File: config.mk
export PLATFORM = sky130hd
export DESIGN_NAME = pred_elem_seq
export DESIGN_NICKNAME = d
export VERILOG_FILES = /design/src/rtl/pes_pkg.sv /design/src/rtl/pes_remap_table.sv /design/src/rtl/pes_first_set.sv /design/src/rtl/pes_seq_ctrl.sv /design/src/rtl/pred_elem_seq.sv
export SDC_FILE = /design/constraint.sdc
export NUM_CORES = 1
export LEC_CHECK = 0
export ABC_AREA = 0
export BUFFER_PORTS_ARGS = -buffer_cell sky130_fd_sc_hd__buf_4
export CAP_MARGIN = 15
export CORE_MARGIN = 2
export CORE_UTILIZATION = 57
export CTS_CLUSTER_SIZE = 10
export DETAILED_ROUTE_END_ITERATION = 16
export PLACE_DENSITY = 0.78
export SYNTH_ARGS = -nofsm -noshare
export SYNTH_HDL_FRONTEND = slang
export SYNTH_SLANG_ARGS = --single-unit
File: constraint.sdc
create_clock -name clk -period 3.4 [get_ports clk]
set_clock_uncertainty 0.1 [all_clocks]
set_input_delay 0.34 -clock clk [delete_from_list [all_inputs] [get_ports clk]]
set_output_delay 0.34 -clock clk [all_outputs]
set_load 0.1 [all_outputs]
File: src/rtl/pes_pkg.sv
package pes_pkg;
  localparam int unsigned REGW = 5;
  localparam int unsigned NOPS = 3;

  typedef struct packed {
    logic            isvec;
    logic [REGW-1:0] base;
  } remap_ent_t;

  typedef struct packed {
    logic [REGW-1:0] rd;
    logic [REGW-1:0] rs1;
    logic [REGW-1:0] rs2;
    logic            zero;
  } issue_t;
endpackage

File: src/rtl/pes_remap_table.sv
module pes_remap_table
  import pes_pkg::*;
#(
  parameter int unsigned NENT = 1 << REGW
) (
  input  logic                        clk,
  input  logic                        rst_n,
  input  logic                        we,
  input  logic [REGW-1:0]             waddr,
  input  remap_ent_t                  wdata,
  input  logic [NOPS-1:0][REGW-1:0]   raddr,
  output remap_ent_t [NOPS-1:0]       rdata
);
  remap_ent_t tbl_q [NENT];

  always_ff @(posedge clk) begin
    if (!rst_n) begin
      for (int e = 0; e < NENT; e++) tbl_q[e] <= '0;
    end else if (we) begin
      tbl_q[waddr] <= wdata;
    end
  end

  for (genvar k = 0; k < NOPS; k++) begin : g_rd
    assign rdata[k] = tbl_q[raddr[k]];
  end


  tbl_write_chk: assert property (@(posedge clk) disable iff (!rst_n)
    we |=> tbl_q[$past(waddr)] == $past(wdata));
endmodule

File: src/rtl/pes_first_set.sv
module pes_first_set #(
  parameter int unsigned W    = 32,
  localparam int unsigned IDXW = (W > 1) ? $clog2(W) : 1
) (
  input  logic [W-1:0]    vec,
  output logic [W-1:0]    onehot,
  output logic [IDXW-1:0] idx,
  output logic            any
);
  assign onehot = vec & (~vec + W'(1));
  assign any    = |vec;

  always_comb begin
    idx = '0;
    for (int j = W - 1; j >= 0; j--) begin
      if (vec[j]) idx = IDXW'(j);
    end
  end
endmodule

File: src/rtl/pes_seq_ctrl.sv
module pes_seq_ctrl
  import pes_pkg::*;
#(
  parameter int unsigned XLEN = 32,
  localparam int unsigned VLW  = $clog2(XLEN) + 1,
  localparam int unsigned IDXW = $clog2(XLEN)
) (
  input  logic                      clk,
  input  logic                      rst_n,
  input  logic                      start,
  input  logic [VLW-1:0]            vl,
  input  logic [XLEN-1:0]           pred,
  input  logic                      zero_mode,
  input  logic [NOPS-1:0][REGW-1:0] op_raw,
  input  remap_ent_t [NOPS-1:0]     op_ent,
  output logic                      busy,
  output logic                      done,
  output logic                      iss_valid,
  input  logic                      iss_ready,
  output issue_t                    iss
);
  logic                      run_q, done_q, zm_q;
  logic [XLEN-1:0]           pend_q, pred_q;
  logic [NOPS-1:0][REGW-1:0] base_q;
  logic [NOPS-1:0]           vec_q;

  logic [VLW-1:0]  vl_c;
  logic [XLEN-1:0] len_mask, init_mask, pick, pend_nx;
  logic [IDXW-1:0] idx;
  logic            any, fire;
  logic [NOPS-1:0][REGW-1:0] reg_out;

  assign vl_c = (vl > VLW'(XLEN)) ? VLW'(XLEN) : vl;

  always_comb begin
    for (int j = 0; j < XLEN; j++) len_mask[j] = (VLW'(j) < vl_c);
  end

  assign init_mask = (zero_mode ? '1 : pred) & len_mask;

  pes_first_set #(.W(XLEN)) u_pick (
    .vec(pend_q), .onehot(pick), .idx(idx), .any(any)
  );

  for (genvar k = 0; k < NOPS; k++) begin : g_step
    assign reg_out[k] = vec_q[k] ? base_q[k] + REGW'(idx) : base_q[k];
  end

  assign iss_valid = run_q;
  assign fire      = iss_valid & iss_ready;
  assign pend_nx   = pend_q & ~pick;
  assign iss.rd    = reg_out[0];
  assign iss.rs1   = reg_out[1];
  assign iss.rs2   = reg_out[2];
  assign iss.zero  = zm_q & ~|(pick & pred_q);
  assign busy      = run_q;
  assign done      = done_q;

  always_ff @(posedge clk) begin
    if (!rst_n) begin
      run_q  <= 1'b0;
      done_q <= 1'b0;
      zm_q   <= 1'b0;
      pend_q <= '0;
      pred_q <= '0;
      base_q <= '0;
      vec_q  <= '0;
    end else begin
      done_q <= 1'b0;
      if (!run_q) begin
        if (start) begin
          pend_q <= init_mask;
          pred_q <= pred;
          zm_q   <= zero_mode;
          for (int k = 0; k < NOPS; k++) begin
            base_q[k] <= op_ent[k].isvec ? op_ent[k].base : op_raw[k];
            vec_q[k]  <= op_ent[k].isvec;
          end
          if (init_mask == '0) done_q <= 1'b1;
          else                 run_q  <= 1'b1;
        end
      end else if (fire) begin
        pend_q <= pend_nx;
        if (pend_nx == '0) begin
          run_q  <= 1'b0;
          done_q <= 1'b1;
        end
      end
    end
  end


  hold_chk: assert property (@(posedge clk) disable iff (!rst_n)
    iss_valid && !iss_ready |=> iss_valid && $stable(iss));

  done_idle_chk: assert property (@(posedge clk) disable iff (!rst_n)
    done |-> !busy);

  busy_work_chk: assert property (@(posedge clk) disable iff (!rst_n)
    run_q |-> any);

  skip_pred_chk: assert property (@(posedge clk) disable iff (!rst_n)
    iss_valid && !zm_q |-> |(pick & pred_q));

  start_ignored_chk: assert property (@(posedge clk) disable iff (!rst_n)
    busy && start |=> $stable(base_q) && $stable(zm_q) && $stable(pred_q));
endmodule

File: src/rtl/pred_elem_seq.sv
module pred_elem_seq
  import pes_pkg::*;
#(
  parameter int unsigned XLEN = 32,
  localparam int unsigned VLW  = $clog2(XLEN) + 1
) (
  input  logic            clk,
  input  logic            rst_n,
  input  logic            tbl_we,
  input  logic [REGW-1:0] tbl_addr,
  input  logic            tbl_isvec,
  input  logic [REGW-1:0] tbl_base,
  input  logic            start,
  input  logic [VLW-1:0]  vl,
  input  logic [XLEN-1:0] pred,
  input  logic            zero_mode,
  input  logic [REGW-1:0] op_rd,
  input  logic [REGW-1:0] op_rs1,
  input  logic [REGW-1:0] op_rs2,
  output logic            busy,
  output logic            done,
  output logic            iss_valid,
  input  logic            iss_ready,
  output logic [REGW-1:0] iss_rd,
  output logic [REGW-1:0] iss_rs1,
  output logic [REGW-1:0] iss_rs2,
  output logic            iss_zero
);
  logic [NOPS-1:0][REGW-1:0] op_raw;
  remap_ent_t [NOPS-1:0]     op_ent;
  remap_ent_t                wr_ent;
  issue_t                    iss;

  assign op_raw       = {op_rs2, op_rs1, op_rd};
  assign wr_ent.isvec = tbl_isvec;
  assign wr_ent.base  = tbl_base;

  pes_remap_table u_tbl (
    .clk(clk), .rst_n(rst_n), .we(tbl_we), .waddr(tbl_addr),
    .wdata(wr_ent), .raddr(op_raw), .rdata(op_ent)
  );

  pes_seq_ctrl #(.XLEN(XLEN)) u_ctrl (
    .clk(clk), .rst_n(rst_n), .start(start), .vl(vl), .pred(pred),
    .zero_mode(zero_mode), .op_raw(op_raw), .op_ent(op_ent),
    .busy(busy), .done(done), .iss_valid(iss_valid),
    .iss_ready(iss_ready), .iss(iss)
  );

  assign iss_rd   = iss.rd;
  assign iss_rs1  = iss.rs1;
  assign iss_rs2  = iss.rs2;
  assign iss_zero = iss.zero;
endmodule

==> results.py <==
metrics = {
    "status": {
        "outcome": "finished with violations",
        "violations": "setup timing",
    },
    "die": {
        "initial_core_util": 0.5798,
        "io-pin-count": 89,
        "dieHeight_um": 180.6,
        "rows": 64,
        "die_x_um": 180.6,
        "die_area_um2": 32620,
        "core-area_um2": 30670,
    },
    "synthesis": {
        "ys_seq_elements": 277,
        "yosys-top-cells-count": "and2_1 (204), edfxtp_1 (192), mux4_2 (168), nand2_1 (139), clkbuf_1 (112)",
        "yosysTopAreaCell": "edfxtp_1",
        "synth_edf_count": 192,
        "syn_area_um2": 17780,
        "yosysTopAreaCellShare": 0.3243,
        "synth_top_cells_by_area": "edfxtp_1 (32%), mux4_2 (21%), dfxtp_1 (9.6%), and2_1 (7.2%), nand2_1 (2.9%)",
        "yosysSeqAreaShare": 0.4200,
        "yosysMostFrequentCell": "and2_1",
        "async_flop_share": 0,
        "ys_warn_count": 0,
        "ys_dominant_reg_cell": "edfxtp_1",
        "yosysUniqueCellTypes": 79,
        "synth_nets": 1646,
        "syn_avg_cell_area_um2": 11.39,
        "syn-instance-count": 1561,
    },
    "cts": {
        "cts_buffers": 34,
        "clk_pin_slew_ns": 0.05,
        "cts.path.max_buffers": 3,
        "clkLatencyLatePin_ns": 0.53,
        "cts_max_level": 2,
        "cts-root-buf": "clkbuf_16",
        "cts.sinks": 277,
        "cts_tree": "done",
    },
    "power": {
        "switching_share": 0.3150,
        "netSwitchingPower_mw": 3.179,
        "irDropWorstVdd_mv": 0.3839,
        "clkPwrFrac": 0.326,
        "p_per_area_nw_per_um2": 479.7,
        "p_leak_nw": 7.616,
        "seqPwrFrac": 0.400,
        "power.internal_mw": 6.914,
        "comb_power_share": 0.274,
    },
    "worst_setup_path": {
        "cpMostUsedCell": "inv_1",
        "crit_fanout": 3,
        "crit_family": "compound AO/OA/AOI/OAI gates",
        "cp-start-kind": "flop",
        "critPathArrivalTime_ns": 3.97,
        "worst-setup-path-type": "reg -> out",
        "slowest_delay_ns": 0.44,
        "cp-end-kind": "primary output",
        "cp_cell_sequence": "inv_2 > a21oi_2 > nor2_2 > nor4_2 > o41ai_2 > a2111o_1 > a221oi_2 > buf_4 > ha_2 > inv_1 > fa_2 > inv_1 > a21o_1 > a21oi_1 > xor2_1 > nand2_2 > xnor2_4 > buf_12",
        "crit_buf_inv": 5,
        "crit_slowest_cell": "a2111o_1",
        "cp.required_ns": 2.96,
    },
    "final_layout": {
        "utilization": 0.6860,
        "syn2layout_area_growth_pct": 18.33,
        "final_cells": 2090,
        "drive_gt1_frac": 0.3002,
        "layout.nets": 1757,
    },
    "sta": {
        "min_period_over_period": 1.297,
        "worst_slack_ns": -1.011,
        "max_freq_mhz": 226.7,
        "worst_slew_pin_slew_ns": 1.091,
        "hold_viol_final": 0,
        "rsz0062_at_grt": "yes",
        "period_minus_slack_ns": 4.411,
        "relSlewSlack": 0.2649,
        "setup_viol": 15,
        "timing.setup.tns_ns": -9.001,
        "final_max_slew_viol_count": 0,
    },
    "routing": {
        "wl_um": 58310,
        "drtIter0Drc": 1978,
        "wl_met3_um": 7072,
        "topRoutingLayerUsed": "met4",
        "post-route-drc-count": 0,
        "vias": 14780,
        "met1_length_um": 21170,
        "dr_wl_met2_um": 26960,
        "wl_per_cell_um": 27.90,
        "via_per_inst": 7.074,
        "ant_nets": 0,
        "drt-pass1-iter-count": 5,
    },
    "global_route": {
        "grt_pass1_wl_um": 88130,
        "antenna_found_initial": 1,
        "grt_overflow": 0,
        "first_global_vias": 14550,
        "grt_max_degree": 80,
        "track_usage": 0.3555,
    },
    "placement": {
        "place_congestion": 0.9611,
        "dpl.hpwl_um": 39910,
        "dp.cells": 2005,
        "portBuffers": 88,
        "pre_cts_slack_ns": -0.5324,
    },
    "min_path": {
        "hold_path_class": "in -> reg",
    },
    "flow_run": {
        "cap_violations": 0,
    },
}
-- timing repair --
item / CTS / global route
setup buffers: 6 / 8
hold endpoints to repair: 18 / 0
gates resized for setup: 84 / 31
endpoints found under the setup margin: 16 / 16
hold buffers: 18 / 0
pin swaps: 27 / 29
-- registers in the layout (all words and copies together) (netlist names) --
| register | cells |
|---|---|
| u_ctrl.base_q | 15 |
| u_ctrl.vec_q | 3 |
| u_tbl.tbl_q | 192 |
| u_ctrl.pend_q | 32 |
| u_ctrl.done | 1 |
| u_ctrl.busy | 1 |
| u_ctrl.pred_q | 32 |
| u_ctrl.zm_q | 1 |
-- cell usage in the layout, fill, tap and decap left out, types with 7 or more instances in the layout --
| cell | Yosys | final |
|---|---|---|
| and2_1 | 204 | 204 |
| edfxtp_1 | 192 | 192 |
| buf_4 | 4 | 181 |
| mux4_2 | 168 | 168 |
| nand2_1 | 139 | 136 |
| nor2_1 | 107 | 104 |
| dfxtp_1 | 85 | 79 |
| o21ai_0 | 71 | 71 |
| a21boi_0 | 48 | 48 |
| a21oi_1 | 57 | 46 |
| clkbuf_16 | 0 | 34 |
| mux2i_1 | 21 | 21 |
| buf_12 | 0 | 20 |
| dlygate4sd3_1 | 0 | 18 |
| nor3_1 | 17 | 17 |
| clkbuf_1 | 112 | 17 |
| o211ai_1 | 15 | 15 |
| inv_1 | 19 | 14 |
| nand3_1 | 15 | 14 |
| a31oi_1 | 11 | 11 |
| nor2b_1 | 12 | 11 |
| a21o_1 | 11 | 11 |
| o22ai_1 | 11 | 11 |
| and3_1 | 11 | 11 |
| o31ai_1 | 13 | 10 |
| mux2_2 | 17 | 10 |
| o21a_1 | 9 | 9 |
| nand4_1 | 9 | 9 |
| nor4_1 | 11 | 8 |
| a21oi_2 | 0 | 8 |
| a41oi_1 | 8 | 8 |
| mux2_4 | 0 | 7 |
| or3_1 | 7 | 7 |
-- power groups by stage --
stage	clock [mW]	sequential, mW	combinational (mW)
2_1_floorplan	0	3.99	1.63
3_3_place_gp	0	4.05	2.34
3_5_place_dp	0	4.07	2.39
4_1_cts	3.30	4.01	2.60
5_1_grt	3.42	4.05	2.89
6_report	3.29	4.03	2.77
-- tightest hold or removal path, cell delays in order --
cell      delay (ns)
buf_4           0.11
nand2_1         0.04
a21boi_0        0.07
-- per-stage QoR --
step / power (mW) / hold slack (ns) / area [µm²]
after floorplan: 5.623 / 0.3435 / 17910
after global placement: 6.393 / 0.3548 / 19330
after detailed placement: 6.459 / 0.3626 / 19330
after CTS: 9.915 / 0.0001454 / 20880
after global routing: 10.36 / 0.01609 / 21040
final: 10.09 / 0.008281 / 21040
-- area by class of cell --
class / count / area, µm²
Multi-Input combinational cell: 1116 / 10030
Fill cell: 2145 / 9629
Sequential cell: 277 / 7475
Timing Repair Buffer: 224 / 1996
Clock buffer: 52 / 928.4
Tap cell: 396 / 495.5
Inverter: 19 / 73.82
Clock inverter: 4 / 37.54
Antenna cell: 2 / 5.005
-- per-layer routing --
layer | vias up | global-route usage
met1 | 7240 | 0.4697
met4 | 0 | 0.1577
met3 | 249 | 0.09337
met5 | - | 0
li1 | 6174 | -
met2 | 1121 | 0.5563
-- final timing paths --
| check | cells past startpoint | endpoint | start | slack, ns |
|---|---|---|---|---|
| max | 18 | iss_rd[4] | u_ctrl.pend_q[21]$_SDFFE_PN0P_ | -1.01 |
| min | 3 | u_ctrl.pred_q[12]$_SDFFE_PN0P_ | pred[12] | 0.008 |
| max reg2reg | 9 | u_ctrl.done$_SDFF_PN0_ | u_ctrl.pend_q[2]$_SDFFE_PN0P_ | 0.54 |
| min reg2reg | 2 | u_ctrl.pred_q[23]$_SDFFE_PN0P_ | u_ctrl.pred_q[23]$_SDFFE_PN0P_ | 0.37 |
-- cells by family (layout without fill, tap and decap cells) --
logic type | after synthesis | after routing | synth area share
and+or+nand+nor | 565 | 565 | 0.1675
AOI/OAI and AO/OA | 314 | 314 | 0.1189
DFF | 277 | 277 | 0.4200
muxes | 206 | 206 | 0.2354
buffers and inverters | 168 | 299 | 0.03821
adders and majority gates | 19 | 19 | 0.01407
xor gates and xnor gates | 12 | 12 | 0.005911
other | 0 | 2 | 0
No activity file was read; power rests on OpenSTA's default activity.
